$ cat config.mk
export PLATFORM = sky130hd
export DESIGN_NAME = t1_slot_ctrl
export DESIGN_NICKNAME = d
export VERILOG_FILES = /design/src/rtl/t1_slot_pkg.sv /design/src/rtl/t1_slot_cfg.sv /design/src/rtl/t1_prbs_gen.sv /design/src/rtl/t1_prbs_chk.sv /design/src/rtl/t1_slot_ctrl.sv
export SDC_FILE = /design/constraint.sdc
export NUM_CORES = 1
export LEC_CHECK = 0
export BUFFER_PORTS_ARGS = -buffer_cell sky130_fd_sc_hd__buf_4
export CAP_MARGIN = 20
export CELL_PAD_IN_SITES_DETAIL_PLACEMENT = 1
export CELL_PAD_IN_SITES_GLOBAL_PLACEMENT = 2
export CORE_MARGIN = 2
export CORE_UTILIZATION = 30
export DETAILED_ROUTE_END_ITERATION = 12
export PLACE_DENSITY = 0.6
export SETUP_SLACK_MARGIN = 0.5
export SYNTH_ARGS = -nofsm -noshare
export SYNTH_HDL_FRONTEND = slang
export SYNTH_HIERARCHICAL = 1
export SYNTH_SLANG_ARGS = --single-unit
export TNS_END_PERCENT = 50
$ cat constraint.sdc
create_clock -name clk_i -period 10.3 [get_ports clk_i]
set_clock_uncertainty 0.05 [all_clocks]
set_input_delay 1.545 -clock clk_i [delete_from_list [all_inputs] [get_ports clk_i]]
set_output_delay 1.545 -clock clk_i [all_outputs]
set_load 0.03 [all_outputs]
$ cat src/rtl/t1_slot_pkg.sv
package t1_slot_pkg;

  typedef struct packed {
    logic msg;
    logic inv;
    logic rem_lb;
    logic loc_lb;
    logic tx_test;
    logic rx_test;
    logic sig_ram;
    logic clear;
  } slot_ctl_t;

  localparam int unsigned PRBS_W = 15;

  function automatic logic [7:0] dmw_byte(input logic [2:0] idx);
    logic [7:0] b;
    case (idx[1:0])
      2'd0, 2'd3: b = 8'h1E;
      default:    b = 8'h0B;
    endcase
    // second half of the period is the sign-flipped first half
    b[7] = idx[2];
    return b;
  endfunction

  function automatic logic [7:0] prbs_octet(input logic [PRBS_W-1:0] s);
    logic [PRBS_W-1:0] t;
    logic [7:0]        o;
    t = s;
    o = '0;
    for (int i = 7; i >= 0; i--) begin
      o[i] = t[14] ^ t[13];
      t    = {t[13:0], o[i]};
    end
    return o;
  endfunction

  function automatic logic [PRBS_W-1:0] prbs_adv8(input logic [PRBS_W-1:0] s);
    logic [PRBS_W-1:0] t;
    t = s;
    for (int i = 0; i < 8; i++) t = {t[13:0], t[14] ^ t[13]};
    return t;
  endfunction

endpackage

$ cat src/rtl/t1_slot_cfg.sv
module t1_slot_cfg
  import t1_slot_pkg::*;
#(
  parameter int unsigned NUM_SLOTS = 24,
  parameter int unsigned SLOT_W    = 5,
  parameter int unsigned ADDR_W    = 4
) (
  input  logic              clk_i,
  input  logic              rst_ni,
  input  logic              ctl_we_i,
  input  logic              ctl_page_i,
  input  logic [ADDR_W-1:0] ctl_addr_i,
  input  logic [7:0]        ctl_wdata_i,
  input  logic              sig_we_i,
  input  logic [SLOT_W-1:0] sig_slot_i,
  input  logic [1:0]        sig_wdata_i,
  input  logic [SLOT_W-1:0] rd_slot_i,
  output slot_ctl_t         rd_ctl_o,
  output logic [1:0]        rd_sig_o
);

  localparam int unsigned       PAGE_SZ = 1 << ADDR_W;
  localparam logic [SLOT_W-1:0] LAST    = SLOT_W'(NUM_SLOTS - 1);

  logic [NUM_SLOTS-1:0][7:0] ctl_q;
  logic [NUM_SLOTS-1:0][1:0] sig_q;
  logic [SLOT_W-1:0]         wr_slot;
  logic                      ctl_hit, sig_hit;

  // second page starts one page size further; unused offsets fall past LAST
  assign wr_slot = ctl_page_i ? SLOT_W'(PAGE_SZ + 32'(ctl_addr_i)) : SLOT_W'(ctl_addr_i);
  assign ctl_hit = ctl_we_i && (wr_slot <= LAST);
  assign sig_hit = sig_we_i && (sig_slot_i <= LAST);

  for (genvar g = 0; g < NUM_SLOTS; g++) begin : g_entry
    always_ff @(posedge clk_i or negedge rst_ni) begin
      if (!rst_ni) begin
        ctl_q[g] <= '0;
        sig_q[g] <= '0;
      end else begin
        if (ctl_hit && wr_slot == SLOT_W'(g)) ctl_q[g] <= ctl_wdata_i;
        if (sig_hit && sig_slot_i == SLOT_W'(g)) sig_q[g] <= sig_wdata_i;
      end
    end
  end

  always_comb begin
    rd_ctl_o = '0;
    rd_sig_o = '0;
    if (rd_slot_i <= LAST) begin
      rd_ctl_o = slot_ctl_t'(ctl_q[rd_slot_i]);
      rd_sig_o = sig_q[rd_slot_i];
    end
  end

  assert_hole_ignored_R2: assert property (@(posedge clk_i) disable iff (!rst_ni)
    (ctl_we_i && ctl_page_i && ctl_addr_i >= ADDR_W'(NUM_SLOTS - PAGE_SZ)) |=> $stable(ctl_q));

  assert_page_map_R1: assert property (@(posedge clk_i) disable iff (!rst_ni)
    (ctl_we_i && !ctl_page_i) |=> ctl_q[$past(ctl_addr_i)] == $past(ctl_wdata_i));

endmodule

$ cat src/rtl/t1_prbs_gen.sv
module t1_prbs_gen
  import t1_slot_pkg::*;
(
  input  logic       clk_i,
  input  logic       rst_ni,
  input  logic       adv_i,
  output logic [7:0] octet_o
);

  logic [PRBS_W-1:0] state_q;

  always_ff @(posedge clk_i or negedge rst_ni) begin
    if (!rst_ni)    state_q <= '1;
    else if (adv_i) state_q <= prbs_adv8(state_q);
  end

  assign octet_o = prbs_octet(state_q);

  assert_never_lockup_R13: assert property (@(posedge clk_i) disable iff (!rst_ni)
    state_q != '0);

endmodule

$ cat src/rtl/t1_prbs_chk.sv
module t1_prbs_chk
  import t1_slot_pkg::*;
#(
  parameter int unsigned CNT_W = 16
) (
  input  logic             clk_i,
  input  logic             rst_ni,
  input  logic             en_i,
  input  logic [7:0]       octet_i,
  output logic             sync_o,
  output logic [CNT_W-1:0] err_o
);

  logic [PRBS_W-1:0] sh_q, sh_d;
  logic [3:0]        fill_q, fill_d;
  logic [3:0]        miss;
  logic [CNT_W-1:0]  err_q, err_d;
  logic [CNT_W:0]    sum;

  always_comb begin
    sh_d   = sh_q;
    fill_d = fill_q;
    miss   = '0;
    for (int i = 7; i >= 0; i--) begin
      if (fill_d == 4'(PRBS_W)) begin
        if (octet_i[i] != (sh_d[14] ^ sh_d[13])) miss = miss + 4'd1;
      end else begin
        fill_d = fill_d + 4'd1;
      end
      sh_d = {sh_d[13:0], octet_i[i]};
    end
    sum   = {1'b0, err_q} + (CNT_W+1)'(miss);
    err_d = sum[CNT_W] ? '1 : sum[CNT_W-1:0];
  end

  always_ff @(posedge clk_i or negedge rst_ni) begin
    if (!rst_ni) begin
      sh_q   <= '0;
      fill_q <= '0;
      err_q  <= '0;
    end else if (en_i) begin
      sh_q   <= sh_d;
      fill_q <= fill_d;
      err_q  <= err_d;
    end
  end

  assign sync_o = (fill_q == 4'(PRBS_W));
  assign err_o  = err_q;

  assert_sync_sticky_R10: assert property (@(posedge clk_i) disable iff (!rst_ni)
    !$fell(sync_o));

  assert_err_monotonic_R10: assert property (@(posedge clk_i) disable iff (!rst_ni)
    err_o >= $past(err_o));

  assert_err_step_bound_R10: assert property (@(posedge clk_i) disable iff (!rst_ni)
    (err_o - $past(err_o)) <= CNT_W'(8));

  assert_no_count_unsynced_R10: assert property (@(posedge clk_i) disable iff (!rst_ni)
    !$past(sync_o) |-> err_o == $past(err_o));

endmodule

$ cat src/rtl/t1_slot_ctrl.sv
module t1_slot_ctrl
  import t1_slot_pkg::*;
#(
  parameter int unsigned NUM_SLOTS = 24,
  parameter int unsigned SLOT_W    = 5,
  parameter int unsigned ADDR_W    = 4,
  parameter int unsigned FRAME_W   = 4,
  parameter int unsigned ROB_A_FR  = 5,
  parameter int unsigned ROB_B_FR  = 11,
  parameter int unsigned CNT_W     = 16
) (
  input  logic               clk_i,
  input  logic               rst_ni,
  input  logic               ctl_we_i,
  input  logic               ctl_page_i,
  input  logic [ADDR_W-1:0]  ctl_addr_i,
  input  logic [7:0]         ctl_wdata_i,
  input  logic               msg_we_i,
  input  logic [7:0]         msg_wdata_i,
  input  logic               sig_we_i,
  input  logic [SLOT_W-1:0]  sig_slot_i,
  input  logic [1:0]         sig_wdata_i,
  input  logic               test_sel_i,
  input  logic               oct_valid_i,
  input  logic [SLOT_W-1:0]  oct_slot_i,
  input  logic [FRAME_W-1:0] oct_frame_i,
  input  logic [7:0]         sys_tx_i,
  input  logic [7:0]         line_rx_i,
  input  logic [1:0]         sig_ser_i,
  output logic               oct_valid_o,
  output logic [7:0]         line_tx_o,
  output logic [7:0]         sys_rx_o,
  output logic               prbs_sync_o,
  output logic [CNT_W-1:0]   prbs_err_o
);

  localparam logic [SLOT_W-1:0]  LAST_SLOT = SLOT_W'(NUM_SLOTS - 1);
  localparam logic [FRAME_W-1:0] FR_A      = FRAME_W'(ROB_A_FR);
  localparam logic [FRAME_W-1:0] FR_B      = FRAME_W'(ROB_B_FR);

  slot_ctl_t  ctl;
  logic [1:0] ram_sig, sig_src;
  logic [7:0] msg_q;
  logic [2:0] dmw_ph_q;
  logic [7:0] dmw, prbs_oct, pattern, tx_pre, tx_byte, rx_src, rx_byte;
  logic       robbed, rob_bit, gen_adv, chk_en;

  t1_slot_cfg #(
    .NUM_SLOTS(NUM_SLOTS), .SLOT_W(SLOT_W), .ADDR_W(ADDR_W)
  ) u_cfg (
    .clk_i, .rst_ni,
    .ctl_we_i, .ctl_page_i, .ctl_addr_i, .ctl_wdata_i,
    .sig_we_i, .sig_slot_i, .sig_wdata_i,
    .rd_slot_i (oct_slot_i),
    .rd_ctl_o  (ctl),
    .rd_sig_o  (ram_sig)
  );

  t1_prbs_gen u_gen (
    .clk_i, .rst_ni,
    .adv_i   (gen_adv),
    .octet_o (prbs_oct)
  );

  t1_prbs_chk #(.CNT_W(CNT_W)) u_chk (
    .clk_i, .rst_ni,
    .en_i    (chk_en),
    .octet_i (rx_src),
    .sync_o  (prbs_sync_o),
    .err_o   (prbs_err_o)
  );

  always_ff @(posedge clk_i or negedge rst_ni) begin
    if (!rst_ni) begin
      msg_q    <= '0;
      dmw_ph_q <= '0;
    end else begin
      if (msg_we_i) msg_q <= msg_wdata_i;
      if (oct_valid_i && oct_slot_i == LAST_SLOT) dmw_ph_q <= dmw_ph_q + 3'd1;
    end
  end

  assign dmw     = dmw_byte(dmw_ph_q);
  assign pattern = test_sel_i ? dmw : prbs_oct;

  always_comb begin
    if (ctl.rem_lb)       tx_pre = line_rx_i;
    else if (ctl.tx_test) tx_pre = pattern;
    else if (ctl.msg)     tx_pre = msg_q;
    else                  tx_pre = sys_tx_i ^ {8{ctl.inv}};

    robbed  = !ctl.clear && (oct_frame_i == FR_A || oct_frame_i == FR_B);
    sig_src = ctl.sig_ram ? ram_sig : sig_ser_i;
    rob_bit = (oct_frame_i == FR_A) ? sig_src[1] : sig_src[0];
    tx_byte = robbed ? {tx_pre[7:1], rob_bit} : tx_pre;

    rx_src  = ctl.loc_lb ? tx_byte : line_rx_i;
    rx_byte = (ctl.rx_test && test_sel_i) ? dmw : (rx_src ^ {8{ctl.inv}});
  end

  assign gen_adv = oct_valid_i && ctl.tx_test && !ctl.rem_lb && !test_sel_i;
  assign chk_en  = oct_valid_i && ctl.rx_test && !test_sel_i;

  always_ff @(posedge clk_i or negedge rst_ni) begin
    if (!rst_ni) begin
      oct_valid_o <= 1'b0;
      line_tx_o   <= '0;
      sys_rx_o    <= '0;
    end else begin
      oct_valid_o <= oct_valid_i;
      if (oct_valid_i) begin
        line_tx_o <= tx_byte;
        sys_rx_o  <= rx_byte;
      end
    end
  end

  assert_valid_latency_R11: assert property (@(posedge clk_i) disable iff (!rst_ni)
    oct_valid_i |=> oct_valid_o);

  assert_idle_latency_R11: assert property (@(posedge clk_i) disable iff (!rst_ni)
    !oct_valid_i |=> !oct_valid_o);

  assert_plain_path_R3: assert property (@(posedge clk_i) disable iff (!rst_ni)
    (oct_valid_i && ctl.clear && !ctl.rem_lb && !ctl.tx_test && !ctl.msg)
      |=> line_tx_o == $past(sys_tx_i ^ {8{ctl.inv}}));

  assert_remote_lb_R5: assert property (@(posedge clk_i) disable iff (!rst_ni)
    (oct_valid_i && ctl.clear && ctl.rem_lb) |=> line_tx_o == $past(line_rx_i));

  assert_rob_a_ram_R9: assert property (@(posedge clk_i) disable iff (!rst_ni)
    (oct_valid_i && !ctl.clear && ctl.sig_ram && oct_frame_i == FR_A)
      |=> line_tx_o[0] == $past(ram_sig[1]));

  assert_no_rob_clear_R9: assert property (@(posedge clk_i) disable iff (!rst_ni)
    (oct_valid_i && ctl.clear && !ctl.rem_lb && !ctl.tx_test && ctl.msg)
      |=> line_tx_o == $past(msg_q));

endmodule

==> key figures, run 1 <==
Detailed routing
  – Drt total wl: 49900 um
  – First-pass iteration count of the detailed router: 4
  – ANT nets after route: 0
  – Number of remaining DRC errors: 0
  – DR vias: 11940
  – Routed length per placed instance: 21.04 um
  – Vias/cell: 5.033
  – DR iter-0 viols: 481

Final layout
  – Final net count: 1670
  – Register Area: 7976 um2
  – Footprint of the multi-input gates: 9254 um2
  – Area Overhead vs Synth: 20.43%
  – Share of post-route cells with drive strength above 1: 41.38%
  – Number of diodes: 0
  – Fillers: 6171

Clocking
  – Clk slew on worst S/H paths: 0.06 ns
  – Worst-Skew Late Latency: 0.56 ns
  – H-tree Lvls: 2
  – Clk buf depth: 3
  – CTS tree: built
  – Clock Tree Root: clkbuf_16
  – Post-CTS Hold Buffers: 0
  – CTS Sinks: 318
  – CTS Buf Count: 39

Timing
  – Setup TNS Final: 0 ns
  – Max-Slew Margin vs Limit: 22.41%
  – Setup violations, final: 0
  – Worst Max-Slew Pin Slew: 1.164 ns
  – Hold Fails Final Rpt: 0
  – RSZ-0062 raised after global routing: no
  – Max Fclk: 0.1061 GHz
  – Slew Limit Fails: 0
  – Min cycle time layout: 9.422 ns
  – Tcrit/Tclk final: 91.48%

Die
  – Starting Density: 30.35%
  – Core Footprint: 57700 um2
  – Rows: 88
  – Full die area: 60320 um2
  – I/O pins: 96
  – Die width: 245.6 um
  – Die Height: 245.6 um

Critical path
  – Largest stage delay, worst path: 0.52 ns
  – Setup crit start kind: input pin
  – R2R cell count: 45
  – Crit path arrival time: 9.81 ns
  – Worst flop-to-flop path startpoint: u_chk/fill_q[1]
  – Crit Path Category: in2reg
  – R2R Setup Slk: 0.95 ns
  – Worst EP required: 10.69 ns
  – Cell mode on critical path: ha_1
  – R2R Path End: u_chk/err_o[15]
  – Critical Path End Type: register
  – CP Launch Point: oct_slot_i[0]
  – Critical path peak fanout: 13
  – Critical path endpoint: u_chk/err_o[15]
  – Critical path's slowest cell: mux4_2

Global routing
  – Number of global-route vias before repair: 13040
  – Global-route wire length before repair: 78430 um
  – Initial antenna violation count: 0
  – Total Routing Usage GR: 16.72%
  – Total grt overflow: 0
  – Pin count of the biggest net entering global routing: 172

Yosys
  – Mapped cell area: 17510 um2
  – Syn Nets: 1528
  – Cell count after synthesis: 1438
  – Asr flop ratio synth: 100.0%
  – Synth Warn #: 6
  – Post-synthesis cell type count: 100
  – Synth Register Bits: 318
  – Main flop type after synthesis: dfrtp_1
  – Seq/Total Area, Yosys: 45.55%
  – Number of flops mapped to enable cells by yosys: 0
  – Syn Area/Cell: 12.18 um2

Place
  – Post-DP HPWL: 35060 um
  – Routability congestion estimate: 0.7704
  – Port bufs: 95

Run status
  – Outcome: completed

Min path
  – Hold Path Class: reg2reg

Run
  – MaxCap Viol Count: 0
[layout make-up]
type,count,share of cell area [%]
clock inverter,6,0.3322
multi-input combinational,1006,43.87
timing repair buffer,186,7.297
sequential,318,37.82
inverter,29,0.5220
tap,765,4.538
clock buffer,62,5.618
[sequential cells by signal (all words and copies together), names as in the netlist, 3 cells and up]
signal and cells:
u_cfg/ctl_q 192, u_cfg/sig_q 48, u_chk/err_o 16, u_chk/sh_q 15, u_gen/state_q 15, line_tx_o 8, msg_q 8, sys_rx_o 8
u_chk/fill_q 4, dmw_ph_q 3
[synthesized netlist by cell type, drive strengths merged (11+ instances only)]
library cell / number / area, um2
nor3: 13 / 80.08
clkbuf: 42 / 158.9
a22oi: 32 / 240.2
nand2: 76 / 287.8
ha: 27 / 337.8
nor2b: 15 / 93.84
dfrtp: 303 / 7582
o211ai: 19 / 147.6
o21ai: 27 / 161.4
mux2i: 95 / 950.9
a211oi: 11 / 115.1
xnor2: 31 / 279.0
nand3: 40 / 205.2
xor2: 30 / 262.8
a21oi: 32 / 167.7
inv: 28 / 105.1
dfstp: 15 / 394.1
mux4: 21 / 473.0
mux2: 298 / 3442
nor2: 59 / 239.0
and3: 16 / 101.4
buf: 43 / 307.8
nand2b: 27 / 171.4
[metal layers]
metal | share of wire [%] | vias to the layer above | GRT usage (%)
met5 | 0 | - | 0
met4 | 1.4 | 0 | 3.333
met3 | 3.4 | 45 | 2.794
met2 | 47 | 146 | 26.97
met1 | 49 | 6189 | 23.59
li1 | - | 5558 | -
[worst max-delay path: cells and delay by family]
family	cells	cell delay, ns
fa+ha+maj	8	2.22
mux	9	2.74
xor+xnor	3	0.48
compound gates	7	1.12
simple gates	8	1.16
buf+inv	3	0.51
[through the flow]
stage	util [%]	hold slack [ns]	area [um2]	std cells	worst slack, ns
3_3_place_gp	33.73	0.4113	19460	2292	0.2096
3_5_place_dp	33.73	0.4276	19460	2292	0.1341
6_report	36.56	0.4349	21090	2372	0.8778
2_1_floorplan	-	0.3980	17610	1438	0.5053
4_1_cts	35.94	0.4360	20740	2360	0.5121
5_1_grt	36.56	0.4601	21090	2372	0.5104
[layout by cell type, fill, tap and decap left out, types with 6 or more instances in the layout]
cell type	n
a211oi_1	6
a21oi_1	29
a22oi_1	31
a31oi_1	10
and3_1	14
buf_4	174
clkbuf_1	13
clkbuf_16	42
clkbuf_8	8
dfrtp_1	303
dfstp_2	15
ha_1	19
inv_1	27
mux2_2	269
mux2_4	27
mux2i_1	92
mux4_2	21
nand2_1	74
nand2b_1	25
nand3_1	37
nand3b_1	8
nand4_1	8
nand4b_1	6
nor2_1	50
nor2b_1	13
nor3_1	9
nor4_1	6
o211ai_1	18
o21ai_0	11
o21ai_1	6
o21ai_2	10
or3_1	6
xnor2_1	28
xor2_1	27
[repair_timing]
item                       in CTS  in global routing
cloned                          0                  1
setup endpoints to repair      12                 16
resized for setup               6                 46
pin swaps                       0                 17
buffers inserted                0                 11
[logic make-up after synthesis]
| kind of cell | share of synthesized area, % |
|---|---|
| buffers and inverters | 3.294 |
| multiplexers | 27.78 |
| adder cells (fa/ha/maj) | 2.043 |
| AND/OR/NAND/NOR | 10.02 |
| flip-flops | 45.55 |
| XOR/XNOR | 3.094 |
| AO/OA/AOI/OAI | 8.216 |
[worst min path at each step]
stage	startpoint	endpoint	slack (ns)	cells after the start
after floorplan	dmw_ph_q[0]	dmw_ph_q[0]	0.40	1
after global routing	dmw_ph_q[0]	dmw_ph_q[0]	0.46	1
after detailed placement	dmw_ph_q[0]	dmw_ph_q[0]	0.43	1
after global placement	dmw_ph_q[0]	dmw_ph_q[0]	0.41	1
after CTS	dmw_ph_q[0]	dmw_ph_q[0]	0.44	1
final	dmw_ph_q[0]	dmw_ph_q[0]	0.43	1
Power of run 1 is not shown: default switching activity piles up to over one toggle a cycle in this logic, so the estimate is an artifact.
==> run 2: changes to the inputs <==
--- a/config.mk
+++ b/config.mk
@@ -11,8 +11,9 @@
 export CELL_PAD_IN_SITES_GLOBAL_PLACEMENT = 2
 export CORE_MARGIN = 2
 export CORE_UTILIZATION = 30
+export CTS_CLUSTER_SIZE = 20
 export DETAILED_ROUTE_END_ITERATION = 12
-export PLACE_DENSITY = 0.6
+export PLACE_DENSITY = 0.58
 export SETUP_SLACK_MARGIN = 0.5
 export SYNTH_ARGS = -nofsm -noshare
 export SYNTH_HDL_FRONTEND = slang
==> constraint.sdc (replaced) <==
create_clock -name clk_i -period 9.8 [get_ports clk_i]
set_clock_uncertainty 0.05 [all_clocks]
set_input_delay 1.47 -clock clk_i [delete_from_list [all_inputs] [get_ports clk_i]]
set_output_delay 1.47 -clock clk_i [all_outputs]
set_load 0.03 [all_outputs]
==> key figures, run 2 (synthesis gave the netlist of run 1 again) <==
Critical path
  – Buf+Inv Stages, Crit Path: 3
  – Worst EP required: 10.21 ns
  – Critical path peak fanout: 17
  – Crit path arrival time: 9.39 ns
  – Largest stage delay, worst path: 0.55 ns
  – Critical Path End Type: register
  – Crit Path Category: in2reg
  – Setup crit start kind: input pin
  – Cell mode on critical path: mux2_4
  – Critical path's slowest cell: mux4_2
  – Crit path max-delay family: multiplexers

Clocking
  – H-tree Lvls: 2
  – Clk buf depth: 3
  – CTS Sinks: 318
  – Clock Tree Root: clkbuf_16
  – Post-CTS Hold Buffers: 0
  – Worst-Skew Late Latency: 0.58 ns
  – Clk slew on worst S/H paths: 0.06 ns
  – CTS Buf Count: 41
  – CTS tree: built

Detailed routing
  – DR iter-0 viols: 444
  – Vias/cell: 5.048
  – DR vias: 12070
  – Routed length per placed instance: 21.24 um
  – ANT nets after route: 0
  – Drt total wl: 50760 um
  – Number of remaining DRC errors: 0
  – First-pass iteration count of the detailed router: 6

Place
  – Port bufs: 95
  – Post-DP HPWL: 35360 um
  – Routability congestion estimate: 0.7649

Die
  – I/O pins: 96
  – Core Footprint: 57700 um2
  – Rows: 88
  – Die width: 245.6 um
  – Die Height: 245.6 um
  – Full die area: 60320 um2
  – Starting Density: 30.35%

Final layout
  – Share of post-route cells with drive strength above 1: 43.38%
  – Max reg flops: 192
  – Final net count: 1684
  – Most common cell after layout, fill and taps aside: dfrtp_1
  – Area Overhead vs Synth: 22.38%
  – Number of diodes: 0
  – Largest Register: u_cfg/ctl_q
  – Most frequent cells in the layout: dfrtp_1, mux2_2, buf_4, mux2i_1, nand2_1

Run
  – MaxCap Viol Count: 0

Timing
  – Hold Fails Final Rpt: 0
  – Max-Slew Margin vs Limit: 27.53%
  – Min cycle time layout: 8.982 ns
  – Max Fclk: 0.1113 GHz
  – Worst Max-Slew Pin Slew: 1.081 ns
  – Tcrit/Tclk final: 91.65%
  – Setup TNS Final: 0 ns
  – RSZ-0062 raised after global routing: no
  – Slew Limit Fails: 0
  – Setup violations, final: 0

Global routing
  – Number of global-route vias before repair: 13030
  – Total grt overflow: 0
  – Total Routing Usage GR: 17.00%
  – Pin count of the biggest net entering global routing: 148
  – Initial antenna violation count: 0
  – Global-route wire length before repair: 79470 um

Min path
  – Hold Path Class: reg2reg

Run status
  – Outcome: completed
[run 2: cell count changes in the layout (fill, tap and decap cells not counted), moves of 4 or more]
cell,before,now
nand2_1,74,70
ha_4,5,12
mux2_4,27,34
mux2_2,269,264
ha_1,19,14
buf_4,174,191
[run 2: metal layers]
layer	wire length, um	track usage, %	vias up
met3	1511	2.335	53
met2	23250	27.13	132
met4	903	4.439	0
met5	0	0	-
met1	25100	24.13	6273
li1	-	-	5607
[run 2: path summary, 6_finish.rpt]
path                                 start               to  slack [ns]  cells after the start
setup / recovery             oct_slot_i[0]  u_chk/err_o[15]        0.82                     37
hold / removal                 dmw_ph_q[0]      dmw_ph_q[0]        0.42                      1
setup reg to reg           u_chk/fill_q[1]  u_chk/err_o[15]        0.87                     43
hold reg to reg                dmw_ph_q[0]      dmw_ph_q[0]        0.42                      1
max in group asynchronous           rst_ni  u_cfg/sig_q[19]        7.29                      2
min in group asynchronous           rst_ni         msg_q[1]        0.91                      1
[run 2: repair_timing]
| item | CTS | global route |
|---|---|---|
| pin swaps | 8 | 20 |
| resized for setup | 13 | 39 |
| cloned | 0 | 0 |
| endpoints found under the setup margin | 15 | 16 |
| buffers inserted | 7 | 26 |
[run 2: area by class of cell]
type / instances / area (um2)
clock inverter: 12 / 165.2
tap: 765 / 957.2
multi-input combinational: 1006 / 9484
sequential: 318 / 7976
inverter: 29 / 113.9
timing repair buffer: 198 / 1560
clock buffer: 62 / 1175
fill: 6160 / 36260
[run 2: through the flow]
step           area, um2  hold slack (ns)  setup slack, ns  std cells  util, %
2_1_floorplan      17830           0.3980           0.4989       1438        -
3_3_place_gp       19580           0.4128          0.07597       2283    33.94
3_5_place_dp       19580           0.4182          0.01630       2283    33.94
4_1_cts            21050           0.4295           0.5075       2364    36.48
5_1_grt            21430           0.4672           0.4481       2390    37.15
6_report           21430           0.4231           0.8178       2390    37.15
Power of run 2 is left out for the same reason.
==> run 3: changes to the inputs <==
--- a/config.mk
+++ b/config.mk
@@ -13,7 +13,7 @@
 export CORE_UTILIZATION = 30
 export CTS_CLUSTER_SIZE = 20
 export DETAILED_ROUTE_END_ITERATION = 12
-export PLACE_DENSITY = 0.58
+export PLACE_DENSITY = 0.65
 export SETUP_SLACK_MARGIN = 0.5
 export SYNTH_ARGS = -nofsm -noshare
 export SYNTH_HDL_FRONTEND = slang
==> constraint.sdc (replaced) <==
create_clock -name clk_i -period 8 [get_ports clk_i]
set_clock_uncertainty 0.05 [all_clocks]
set_input_delay 1.2 -clock clk_i [delete_from_list [all_inputs] [get_ports clk_i]]
set_output_delay 1.2 -clock clk_i [all_outputs]
set_load 0.03 [all_outputs]
==> key figures, run 3 (synthesis gave the netlist of run 1 again) <==
Final layout
  – Most common cell after layout, fill and taps aside: buf_4
  – Fillers: 6194
  – Max reg flops: 192
  – Share of post-route cells with drive strength above 1: 49.86%
  – Number of diodes: 0
  – Final net count: 1827
  – Largest Register: u_cfg/ctl_q
  – Area Overhead vs Synth: 29.91%
  – Most frequent cells in the layout: buf_4, dfrtp_1, mux2_2, mux2i_1, nand2_1

Critical path
  – Worst flop-to-flop path startpoint: u_chk/fill_q[1]
  – Largest stage delay, worst path: 0.36 ns
  – Worst EP required: 8.40 ns
  – Crit Path Category: in2reg
  – Critical path peak fanout: 16
  – Critical path's slowest cell: a221oi_2
  – Setup crit start kind: input pin
  – Crit path arrival time: 9.15 ns
  – Critical Path End Type: register
  – Cell mode on critical path: mux2_4
  – R2R Setup Slk: -0.66 ns
  – R2R Path End: u_chk/err_o[15]
  – CP Launch Point: oct_slot_i[0]
  – R2R cell count: 46

Detailed routing
  – Wire length on met2: 24400 um
  – Met1 WL: 25130 um
  – Number of remaining DRC errors: 0
  – DR vias: 12620
  – Vias/cell: 4.982
  – Max layer used: met4
  – First-pass iteration count of the detailed router: 4
  – ANT nets after route: 0
  – Drt total wl: 52120 um
  – DR iter-0 viols: 662
  – Metal3 WL: 1725 um
  – Routed length per placed instance: 20.58 um

Clocking
  – H-tree Lvls: 2
  – CTS Buf Count: 41
  – CTS Sinks: 318
  – Worst-Skew Late Latency: 0.58 ns
  – Clk slew on worst S/H paths: 0.05 ns
  – Clk buf depth: 3
  – Clock Tree Root: clkbuf_16
  – CTS tree: built

Timing
  – Min cycle time layout: 8.753 ns
  – Final worst slack: -0.7534 ns
  – Tcrit/Tclk final: 109.4%
  – Setup violations, final: 16
  – Slew Limit Fails: 0
  – Hold Fails Final Rpt: 0
  – Worst hold slack: 0.4272 ns
  – RSZ-0062 raised after global routing: yes
  – Worst Max-Slew Pin Slew: 1.063 ns
  – Max Fclk: 0.1142 GHz
  – Max-Slew Margin vs Limit: 28.75%

Die
  – Die Height: 245.6 um
  – I/O pins: 96
  – Rows: 88
  – Die width: 245.6 um
  – Core Footprint: 57700 um2
  – Starting Density: 30.35%
  – Full die area: 60320 um2

Global routing
  – Total grt overflow: 0
  – Pin count of the biggest net entering global routing: 131
  – Number of global-route vias before repair: 13660
  – Global-route wire length before repair: 81630 um
  – Initial antenna violation count: 0
  – Total Routing Usage GR: 17.42%

Run
  – MaxCap Viol Count: 0

Place
  – Port bufs: 95
  – Routability congestion estimate: 0.8007
  – Post-DP HPWL: 36580 um

Min path
  – Hold Path Class: reg2reg
  – Hold EP: dmw_ph_q[0]
  – Hold_sp: dmw_ph_q[0]
  – Hold depth: 1

Run status
  – Outcome: finished, violations left
  – Failing checks: setup timing
-- run 3: cell count changes in the layout (fill, tap and decap cells not counted), moves of 4 or more --
cell,change
nand2_1,-4
inv_1,-5
clkbuf_1,-8
buf_6,+12
buf_4,+130
ha_1,-4
o21ai_0,-5
-- run 3: critical path, delay by kind of cell --
kind / cells / cell delay [ns]
muxes: 9 / 2.28
buffers and inverters: 4 / 0.54
AOI/OAI and AO/OA: 7 / 1.51
adders and majority gates: 8 / 1.97
and+or+nand+nor: 9 / 1.29
xor gates and xnor gates: 3 / 0.35
-- run 3: worst max path at each step --
stage                            to  slack (ns)
finish              u_chk/err_o[15]       -0.75
global route        u_chk/err_o[15]       -0.99
detailed placement  u_chk/err_o[15]       -1.61
floorplan           u_chk/err_o[15]       -1.14
CTS                 u_chk/err_o[15]       -0.70
global placement    u_chk/err_o[15]       -1.51
-- run 3: through the flow --
step	setup WS (ns)	area (um2)	utilization [%]	std cells	TNS, ns
final	-0.7534	22750	39.43	2532	-7.597
after global routing	-0.9935	22750	39.43	2532	-12.98
after CTS	-0.6990	22520	39.03	2518	-7.615
after detailed placement	-1.605	20550	35.61	2410	-22.21
after global placement	-1.506	20530	35.59	2409	-20.70
after floorplan	-1.144	17870	-	1438	-14.25
-- run 3: timing repair --
action,in CTS,in global routing
gates resized for setup,71,26
pin swaps,38,46
endpoints found under the setup margin,16,16
hold buffers,0,0
cloned,1,0
setup buffers,34,14
-- run 3: per-layer routing --
metal,vias to the layer above,global-route usage (%)
met1,6512,24.77
met5,-,0
li1,5861,-
met2,182,27.84
met3,60,2.750
met4,0,3.868
-- run 3: cell type report --
cell class | instances | area, um2 | share of cell area (%)
Tap cell | 765 | 957.2 | 4.207
Multi-Input combinational cell | 1007 | 9639 | 42.37
Clock inverter | 17 | 202.7 | 0.8909
Timing Repair Buffer | 340 | 2674 | 11.75
Inverter | 29 | 118.9 | 0.5224
Sequential cell | 318 | 7976 | 35.06
Clock buffer | 56 | 1184 | 5.202
Power of run 3 is left out for the same reason.
